--- src/rtl/rx_word_pkg.sv ---
package rx_word_pkg;
  localparam int unsigned BYTE_W = 8;
  localparam int unsigned LANES  = 4;
  localparam int unsigned WORD_W = BYTE_W * LANES;
  localparam int unsigned CNT_W  = $clog2(LANES + 1);

  typedef struct packed {
    logic [CNT_W-1:0]  cnt;
    logic [WORD_W-1:0] data;
  } word_t;
endpackage

--- src/rtl/rx_word_packer.sv ---
module rx_word_packer
  import rx_word_pkg::*;
#(
  parameter int unsigned IDLE_W = 16
) (
  input  logic              clk_i,
  input  logic              rst_ni,
  input  logic              byte_valid_i,
  input  logic [BYTE_W-1:0] byte_i,
  input  logic              big_endian_i,
  input  logic [IDLE_W-1:0] idle_limit_i,
  input  logic              full_i,
  output logic              push_o,
  output word_t             push_word_o,
  output logic              drop_o
);
  localparam int unsigned LANE_W = $clog2(LANES);
  localparam logic [CNT_W-1:0] LAST = CNT_W'(LANES - 1);

  logic [WORD_W-1:0] acc_q, acc_ins;
  logic [CNT_W-1:0]  cnt_q;
  logic [IDLE_W-1:0] idle_q;
  logic [LANE_W-1:0] lane;
  logic accept, full_word, idle_flush;

  assign accept = byte_valid_i & ~full_i;
  assign drop_o = byte_valid_i & full_i;
  assign lane   = big_endian_i ? LANE_W'(LAST - cnt_q) : cnt_q[LANE_W-1:0];

  always_comb begin
    acc_ins = acc_q;
    for (int i = 0; i < int'(LANES); i++)
      if (accept && lane == LANE_W'(i)) acc_ins[i*BYTE_W +: BYTE_W] = byte_i;
  end

  assign full_word  = accept && cnt_q == LAST;
  assign idle_flush = !accept && !full_i && cnt_q != '0 && idle_q == idle_limit_i;
  assign push_o     = full_word | idle_flush;

  always_comb begin
    push_word_o.data = full_word ? acc_ins : acc_q;
    push_word_o.cnt  = full_word ? CNT_W'(LANES) : cnt_q;
  end

  always_ff @(posedge clk_i or negedge rst_ni) begin
    if (!rst_ni) begin
      acc_q  <= '0;
      cnt_q  <= '0;
      idle_q <= '0;
    end else if (push_o) begin
      acc_q  <= '0;
      cnt_q  <= '0;
      idle_q <= '0;
    end else if (accept) begin
      acc_q  <= acc_ins;
      cnt_q  <= cnt_q + 1'b1;
      idle_q <= '0;
    end else if (cnt_q != '0 && idle_q != idle_limit_i) begin
      idle_q <= idle_q + 1'b1;
    end
  end


  push_cnt_range_chk: assert property (@(posedge clk_i) disable iff (!rst_ni)
    push_o |-> (push_word_o.cnt != '0 && push_word_o.cnt <= CNT_W'(LANES)));


  drop_no_push_chk: assert property (@(posedge clk_i) disable iff (!rst_ni)
    drop_o |-> !push_o);
endmodule

--- src/rtl/rx_word_store.sv ---
module rx_word_store
  import rx_word_pkg::*;
#(
  parameter int unsigned DEPTH = 8
) (
  input  logic  clk_i,
  input  logic  rst_ni,
  input  logic  push_i,
  input  word_t push_word_i,
  input  logic  pop_i,
  output word_t head_o,
  output logic  empty_o,
  output logic  full_o
);
  localparam int unsigned PTR_W = $clog2(DEPTH);

  word_t          mem [DEPTH];
  logic [PTR_W:0] wr_q, rd_q;
  logic           do_push, do_pop;

  assign empty_o = wr_q == rd_q;
  assign full_o  = (wr_q[PTR_W] != rd_q[PTR_W]) && (wr_q[PTR_W-1:0] == rd_q[PTR_W-1:0]);
  assign do_push = push_i & ~full_o;
  assign do_pop  = pop_i & ~empty_o;
  assign head_o  = empty_o ? '0 : mem[rd_q[PTR_W-1:0]];

  always_ff @(posedge clk_i) begin
    if (do_push) mem[wr_q[PTR_W-1:0]] <= push_word_i;
  end

  always_ff @(posedge clk_i or negedge rst_ni) begin
    if (!rst_ni) begin
      wr_q <= '0;
      rd_q <= '0;
    end else begin
      if (do_push) wr_q <= wr_q + 1'b1;
      if (do_pop)  rd_q <= rd_q + 1'b1;
    end
  end


  no_overflow_chk: assert property (@(posedge clk_i) disable iff (!rst_ni)
    push_i |-> !full_o);


  empty_pop_chk: assert property (@(posedge clk_i) disable iff (!rst_ni)
    (pop_i && empty_o) |=> $stable(rd_q));
endmodule

--- src/rtl/rx_word_fifo.sv ---
module rx_word_fifo
  import rx_word_pkg::*;
#(
  parameter int unsigned DEPTH  = 8,
  parameter int unsigned IDLE_W = 16
) (
  input  logic              clk_i,
  input  logic              rst_ni,
  input  logic              byte_valid_i,
  input  logic [BYTE_W-1:0] byte_i,
  input  logic              big_endian_i,
  input  logic [IDLE_W-1:0] idle_limit_i,
  input  logic              rd_i,
  input  logic              irq_en_i,
  output logic [WORD_W-1:0] rd_data_o,
  output logic [CNT_W-1:0]  rd_count_o,
  output logic              ready_o,
  output logic              irq_o,
  output logic              overrun_o
);
  logic  push, drop, empty, full;
  word_t push_word, head;
  logic  overrun_q;

  rx_word_packer #(.IDLE_W(IDLE_W)) u_packer (
    .clk_i, .rst_ni, .byte_valid_i, .byte_i, .big_endian_i, .idle_limit_i,
    .full_i(full), .push_o(push), .push_word_o(push_word), .drop_o(drop)
  );

  rx_word_store #(.DEPTH(DEPTH)) u_store (
    .clk_i, .rst_ni, .push_i(push), .push_word_i(push_word), .pop_i(rd_i),
    .head_o(head), .empty_o(empty), .full_o(full)
  );

  always_ff @(posedge clk_i or negedge rst_ni) begin
    if (!rst_ni)   overrun_q <= 1'b0;
    else if (drop) overrun_q <= 1'b1;
  end

  assign rd_data_o  = head.data;
  assign rd_count_o = head.cnt;
  assign ready_o    = ~empty;
  assign irq_o      = ready_o & irq_en_i;
  assign overrun_o  = overrun_q;


  overrun_sticky_chk: assert property (@(posedge clk_i) disable iff (!rst_ni)
    overrun_o |=> overrun_o);


  count_ready_chk: assert property (@(posedge clk_i) disable iff (!rst_ni)
    ready_o |-> rd_count_o != '0);
endmodule

--- config.mk ---
export PLATFORM = sky130hd
export DESIGN_NAME = rx_word_fifo
export DESIGN_NICKNAME = d
export VERILOG_FILES = /design/src/rtl/rx_word_pkg.sv /design/src/rtl/rx_word_packer.sv /design/src/rtl/rx_word_store.sv /design/src/rtl/rx_word_fifo.sv
export SDC_FILE = /design/constraint.sdc
export NUM_CORES = 1
export LEC_CHECK = 0
export CAP_MARGIN = 30
export CORE_ASPECT_RATIO = 0.9
export CORE_UTILIZATION = 30
export CTS_BUF_LIST = sky130_fd_sc_hd__clkbuf_16
export DETAILED_ROUTE_END_ITERATION = 8
export GPL_TIMING_DRIVEN = 1
export PLACE_DENSITY = 0.53
export SLEW_MARGIN = 20
export SYNTH_ARGS = -nofsm -noshare
export SYNTH_HDL_FRONTEND = slang
export SYNTH_SLANG_ARGS = --single-unit
export TNS_END_PERCENT = 1
--- constraint.sdc ---
create_clock -name clk_i -period 4.7 [get_ports clk_i]
set_input_delay 0.47 -clock clk_i [delete_from_list [all_inputs] [get_ports clk_i]]
set_output_delay 0.47 -clock clk_i [all_outputs]
set_load 0.01 [all_outputs]
==> results of run 1 <==
[cells by family after synthesis]
| kind of cell | after synthesis |
|---|---|
| AOI/OAI and AO/OA | 44 |
| xor gates and xnor gates | 41 |
| adders and majority gates | 6 |
| buffers and inverters | 41 |
| DFF | 340 |
| muxes | 139 |
| and+or+nand+nor | 147 |
[repair_timing]
item / in CTS / in global routing
hold buffers: 0 / 1
endpoints found under the hold margin: 0 / 14
setup endpoints to repair: 0 / 0
[worst register-to-register path, stage by stage, from the launching register on]
cell,delay [ns]
dfrtp_4,0.58
xor2_1,0.23
or4b_1,0.81
and3_1,0.42
a41o_4,0.31
nand4_1,0.14
clkinv_1,0.53
buf_12,0.40
[synth_stat cells (4+ instances only)]
library cell | instances | area [um2]
nor4_1 | 4 | 25.0
and3_1 | 6 | 37.5
nand2b_1 | 7 | 43.8
nand3_2 | 4 | 40.0
xor2_1 | 23 | 201
mux4_2 | 70 | 1580
mux2_2 | 33 | 372
a22o_1 | 32 | 280
nand2_1 | 13 | 48.8
edfxtp_1 | 280 | 8410
ha_1 | 6 | 75.1
buf_2 | 14 | 70.1
nor2_1 | 76 | 285
xnor2_1 | 18 | 158
nor3_1 | 11 | 55.1
mux2i_1 | 35 | 350
nand3_1 | 10 | 50.1
dfrtp_1 | 60 | 1500
clkbuf_1 | 18 | 67.6
a21oi_1 | 4 | 20.0
inv_1 | 6 | 22.5
nand4_1 | 7 | 43.8
[flip-flops by register name (all words and copies together), names as in the netlist]
register / count
u_store.rd_q: 4
u_packer.acc_q: 32
u_store.wr_q: 4
u_packer.cnt_q: 3
overrun_o: 1
u_store.mem: 280
u_packer.idle_q: 16
[layout make-up]
type | instances | area share (%)
flip-flops and latches | 340 | 59.9
well taps | 608 | 4.60
repair buffers | 90 | 5.43
inverters | 6 | 0.136
multi-input cells | 377 | 23.4
clock inverters | 29 | 1.01
clock buffers | 36 | 5.45
[report_power, final]
| part | internal (uW) | total [uW] | leakage, uW | switching [uW] |
|---|---|---|---|---|
| registers | 3930 | 4120 | 0.00336 | 195 |
| logic | 1660 | 3560 | 0.00191 | 1900 |
| clock network | 1450 | 2610 | 0.000560 | 1160 |
| total | 7040 | 10300 | 0.00583 | 3250 |
[worst max-delay path by stage]
| stage | end | from | depth (start not counted) | slack [ns] |
|---|---|---|---|---|
| 6_report | rd_data_o[18] | u_store.rd_q[1] | 6 | 1.01 |
| 2_1_floorplan | u_store.mem[0][0] | idle_limit_i[1] | 7 | 0.09 |
| 3_3_place_gp | u_store.mem[7][1] | u_store.rd_q[0] | 7 | 0.99 |
| 4_1_cts | rd_data_o[18] | u_store.rd_q[1] | 6 | 0.85 |
| 5_1_grt | rd_data_o[18] | u_store.rd_q[0] | 5 | 0.75 |
| 3_5_place_dp | u_store.mem[7][10] | u_store.rd_q[0] | 7 | 0.98 |
[routing by layer]
metal,GRT usage [%],wire length [um],share of wire [%]
met1,19.3,15100,48
met2,21.7,14700,46
met3,2.46,1300,4.1
met4,3.90,622,2.0
met5,0,0,0
[through the flow]
stage / cell area [um2] / hold WS [ns] / power [uW] / setup slack [ns] / util [%]
after floorplan: 13900 / 0.174 / 6330 / 0.0922 / -
after global placement: 15400 / 0.476 / 7800 / 0.985 / 33.9
after detailed placement: 15400 / 0.477 / 7820 / 0.978 / 33.9
after CTS: 16500 / 0.0980 / 10500 / 0.851 / 36.2
after global routing: 16500 / 0.497 / 10900 / 0.747 / 36.3
final: 16500 / 0.478 / 10300 / 1.01 / 36.3
==> flow_summary.toml, run 1 <==
[grt]
antenna_found_initial = 0
grt_pass1_wl_um = 48400
grt_use_total_pct = 13.7
grt_max_degree = 45
grt_overflow = 0
first_global_vias = 7499

[pwr]
p_leak_uw = 0.00583
power.density_nw_per_um2 = 622
ir_worst_vdd_v = 0.000402

[floorplanning]
die_w_um = 229
rows = 74
num_io_pins = 68
start_util_pct = 30.5
die-area_um2 = 47200
fp.dieH_um = 206
coreArea_um2 = 45600

[sta]
fin_crit_ns = 3.69
slew_headroom_pct = 46.5
hold_violations = 0
timing.final.crit_share_pct = 78.5
final_max_slew_viol_count = 0
skew_ns = 0.0249
finalSetupTns_ns = 0
rsz0062_at_grt = "no"
clock.fmax_mhz = 271
tightest_slew_ns = 0.802
setup_violations = 0

[final_layout]
layout_commonest_cell = "edfxtp_1"
layout-drive-gt1-share_pct = 21.8
regArea_um2 = 9920
mostFrequentLayoutCells = "280 x edfxtp_1, 71 x nor2_1, 70 x mux4_2, 66 x clkdlybuf4s50_1, 57 x dfrtp_1"
final_cells = 1486
area_delta_synth_final_pct = 18.9
fill_cells = 4302
nets = 887
multi_input_area_um2 = 3880
diodes = 0

[worst_setup_path]
worst-path-buf-inv = 3
end_kind = "output port"
startpoint_type = "flip-flop"
critPathKind = "reg2out"
slowest_delay_ns = 0.66
worst_ep_arrival_time_ns = 3.22
cp_top_family = "buffers and inverters"
timing.reg2reg.setup_slack_ns = 1.02
cp_slowest_cell = "buf_4"
worstPathMaxFanout = 44
r2r-start = "u_store.rd_q[0]"
crit_chain = "buf_4 > buf_4 > mux4_2 > mux2i_1 > nor2_1 > clkdlybuf4s50_1"
rr_endpoint = "u_store.mem[7][22]"
crit_required_ns = 4.23
reg2reg_depth = 7
path_common_cell = "buf_4"

[clocking]
clk_latency_ns = 0.53
htreeDepth = 2
root_buffer = "clkbuf_16"
clock_sinks = 340
post_cts_buffers = 0
clockBufferDepth = 3
cts_made_buffers = 36
ctsResizeCount = 0
cts_tree = "done"
clk_pin_slew_ns = 0.06

[yosys]
yosys.cell_types.count = 40
synthMuxAreaShare_pct = 16.6
async_reset_ff_share_pct = 17.6
synthXorXnorAreaFrac_pct = 2.58
synth_fa_ha_area_share_pct = 0.540
synth_area_um2 = 13900
synth_enable_flop_cells = 280
synth_top_family_by_area = "multiplexers"
syn_avg_cell_area_um2 = 18.4
syn_nets = 794
yosys_register_bits = 340
yosys.area_share.simple_pct = 5.07
syn_inst = 758
yosysSeqAreaShare_pct = 71.2
synth_compound_area_share_pct = 2.65
yosysWarnings = 0
ys.flop_type = "edfxtp_1"

[placed_design]
place_hpwl_um = 19100
io_buffer_count = 67
gp_congestion = 0.729
dp_cells = 1419

[route]
drt-wirelength-per-cell_um = 21.4
wirelength_um = 31700
viasPerCell = 4.76
ant_nets = 0
dr.first_iter.drc_count = 458
vias = 7070
firstDrtPassIters = 5
drc = 0

[outcome]
status = "finished, final reports clean"

[min_path]
hp-class = "in2async"

[flow_run]
drv_cap = 0
No activity file was read; power rests on OpenSTA's default activity.
==> run 2: changes to the inputs <==
==> constraint.sdc (replaced) <==
create_clock -name clk_i -period 3.2 [get_ports clk_i]
set_input_delay 0.32 -clock clk_i [delete_from_list [all_inputs] [get_ports clk_i]]
set_output_delay 0.32 -clock clk_i [all_outputs]
set_load 0.01 [all_outputs]
==> run 2 against run 1 <==
Global-route usage barely moved. First-iteration DRC count rose by 13%. Largest cell class unchanged. Power rose by 52%. Highest routed layer unchanged. Worst hold slack lost 0.081 ns. Non-clock buffer count increased by 15. Via count is 0.96% higher.
==> flow_summary.toml, run 2 (synthesis results as in run 1) <==
[clocking]
clk_pin_slew_ns = 0.06
htreeDepth = 2
clockBufferDepth = 3
clock_sinks = 340
cts_tree = "done"
root_buffer = "clkbuf_16"
cts_made_buffers = 37
clk_latency_ns = 0.54

[placed_design]
io_buffer_count = 67
place_hpwl_um = 19600
place_area_um2 = 15800
dp_cells = 1435
gp_congestion = 0.712

[final_layout]
multi_input_area_um2 = 3890
diodes = 0
layout_commonest_cell = "edfxtp_1"
regArea_um2 = 9920
stdcell_area_um2 = 17000
utilization_pct = 37.3
layout-drive-gt1-share_pct = 24.0
fill_cells = 4232
nets = 903
largest_reg_flops = 280
mostFrequentLayoutCells = "280 x edfxtp_1, 71 x nor2_1, 70 x mux4_2, 66 x clkdlybuf4s50_1, 57 x dfrtp_1"
final_cells = 1504
area_delta_synth_final_pct = 22.2

[worst_setup_path]
reg2reg_depth = 7
worst_ep_arrival_time_ns = 2.72
timing.reg2reg.setup_slack_ns = 0.33
r2r-start = "u_store.rd_q[0]"
crit_required_ns = 2.88
worstPathMaxFanout = 38
startpoint_type = "flip-flop"
critPathKind = "reg2out"
rr_endpoint = "u_store.mem[4][21]"
end_kind = "output port"

[pwr]
power.switching_uw = 4890
p_leak_uw = 0.00601
ir_worst_vdd_v = 0.000494
sequentialPowerShare_pct = 38.5
power.density_nw_per_um2 = 918
internal-power_uw = 10700
combPwrFrac_pct = 35.0
power.share.clock_pct = 26.5
power.share.switching_pct = 31.4

[sta]
rsz0062_at_grt = "no"
finalSetupTns_ns = 0
timing.final.crit_share_pct = 95.1
final_max_slew_viol_count = 0
tightest_slew_ns = 0.815
slew_headroom_pct = 45.7
skew_ns = 0.0196
hold_violations = 0
setup_violations = 0
clock.fmax_mhz = 328
fin_crit_ns = 3.04

[floorplanning]
rows = 74
num_io_pins = 68
die-area_um2 = 47200
start_util_pct = 30.5
fp.dieH_um = 206
die_w_um = 229
coreArea_um2 = 45600

[grt]
grt_use_total_pct = 13.7
antenna_found_initial = 0
grt_pass1_wl_um = 48100
grt_max_degree = 74
grt_overflow = 0
first_global_vias = 7486

[route]
dr.first_iter.drc_count = 517
wirelength_um = 31700
viasPerCell = 4.75
drc = 0
ant_nets = 0
firstDrtPassIters = 5
drt-wirelength-per-cell_um = 21.1
vias = 7138

[flow_run]
drv_cap = 0

[min_path]
hp-class = "in2async"

[outcome]
status = "finished, final reports clean"
-- run 2: cell types whose count changed in the layout (fill, tap and decap cells not counted), moves of 2 or more --
cell	change
buf_12	+17
clkinv_1	-3
clkinv_2	+3
buf_4	-2
bufinv_16	+2
clkinv_4	-2
clkinv_8	+2
inv_1	-2
nor3_2	-2
nor3_4	+2
-- run 2: cell type report --
cell class | instances | share of cell area [%]
inverter | 6 | 0.132
sequential | 340 | 58.3
timing repair buffer | 105 | 7.20
tap | 608 | 4.48
clock buffer | 37 | 5.45
clock inverter | 31 | 1.49
multi-input combinational | 377 | 22.9
-- run 2: through the flow --
stage,total power (uW),setup WS (ns),hold WS [ns]
2_1_floorplan,9300,-0.442,0.0244
3_3_place_gp,11600,0.132,0.455
3_5_place_dp,11700,0.143,0.443
4_1_cts,15900,0.0429,0.417
5_1_grt,16400,0.0354,0.452
6_report,15600,0.156,0.397
-- run 2: how the worst max path moves through the flow --
stage / from / end / slack (ns) / cells past startpoint
final: u_store.rd_q[0] / rd_data_o[5] / 0.16 / 5
after CTS: u_store.rd_q[0] / rd_data_o[1] / 0.04 / 5
after detailed placement: idle_limit_i[12] / u_store.mem[0][7] / 0.14 / 8
after global placement: idle_limit_i[12] / u_store.mem[0][12] / 0.13 / 8
after floorplan: u_packer.idle_q[10] / u_store.mem[4][0] / -0.44 / 7
after global routing: u_store.rd_q[0] / rd_data_o[1] / 0.04 / 5
-- run 2: worst max-delay path, cell delays in order, from the launching register on --
cell and delay, ns:
dfrtp_4 0.47, buf_16 0.29, mux4_2 0.56, mux2i_2 0.28
nor2_1 0.07, clkdlybuf4s50_1 0.49
-- run 2: per-layer routing --
metal	up-vias	part of all wire (%)	GRT usage, %	wire length (um)
met5	-	0	0	0
met4	0	1.7	3.52	529
met3	38	3.8	2.43	1210
met2	118	47	21.8	14900
met1	3757	48	19.2	15100
li1	3225	-	-	-
-- run 2: what timing repair did --
| item | CTS | global route |
|---|---|---|
| buffers inserted | 0 | 0 |
| hold buffers | 1 | 0 |
| gates resized for setup | 0 | 2 |
| endpoints found under the setup margin | 0 | 1 |
| hold endpoints to repair | 28 | 0 |
-- run 2: power by group through the flow --
stage	clock network [uW]	registers (uW)	logic, uW
after detailed placement	0	6080	5600
after floorplan	0	5990	3310
after global placement	0	6080	5560
after global routing	4410	6050	5960
final	4130	6010	5460
after CTS	4240	6000	5620
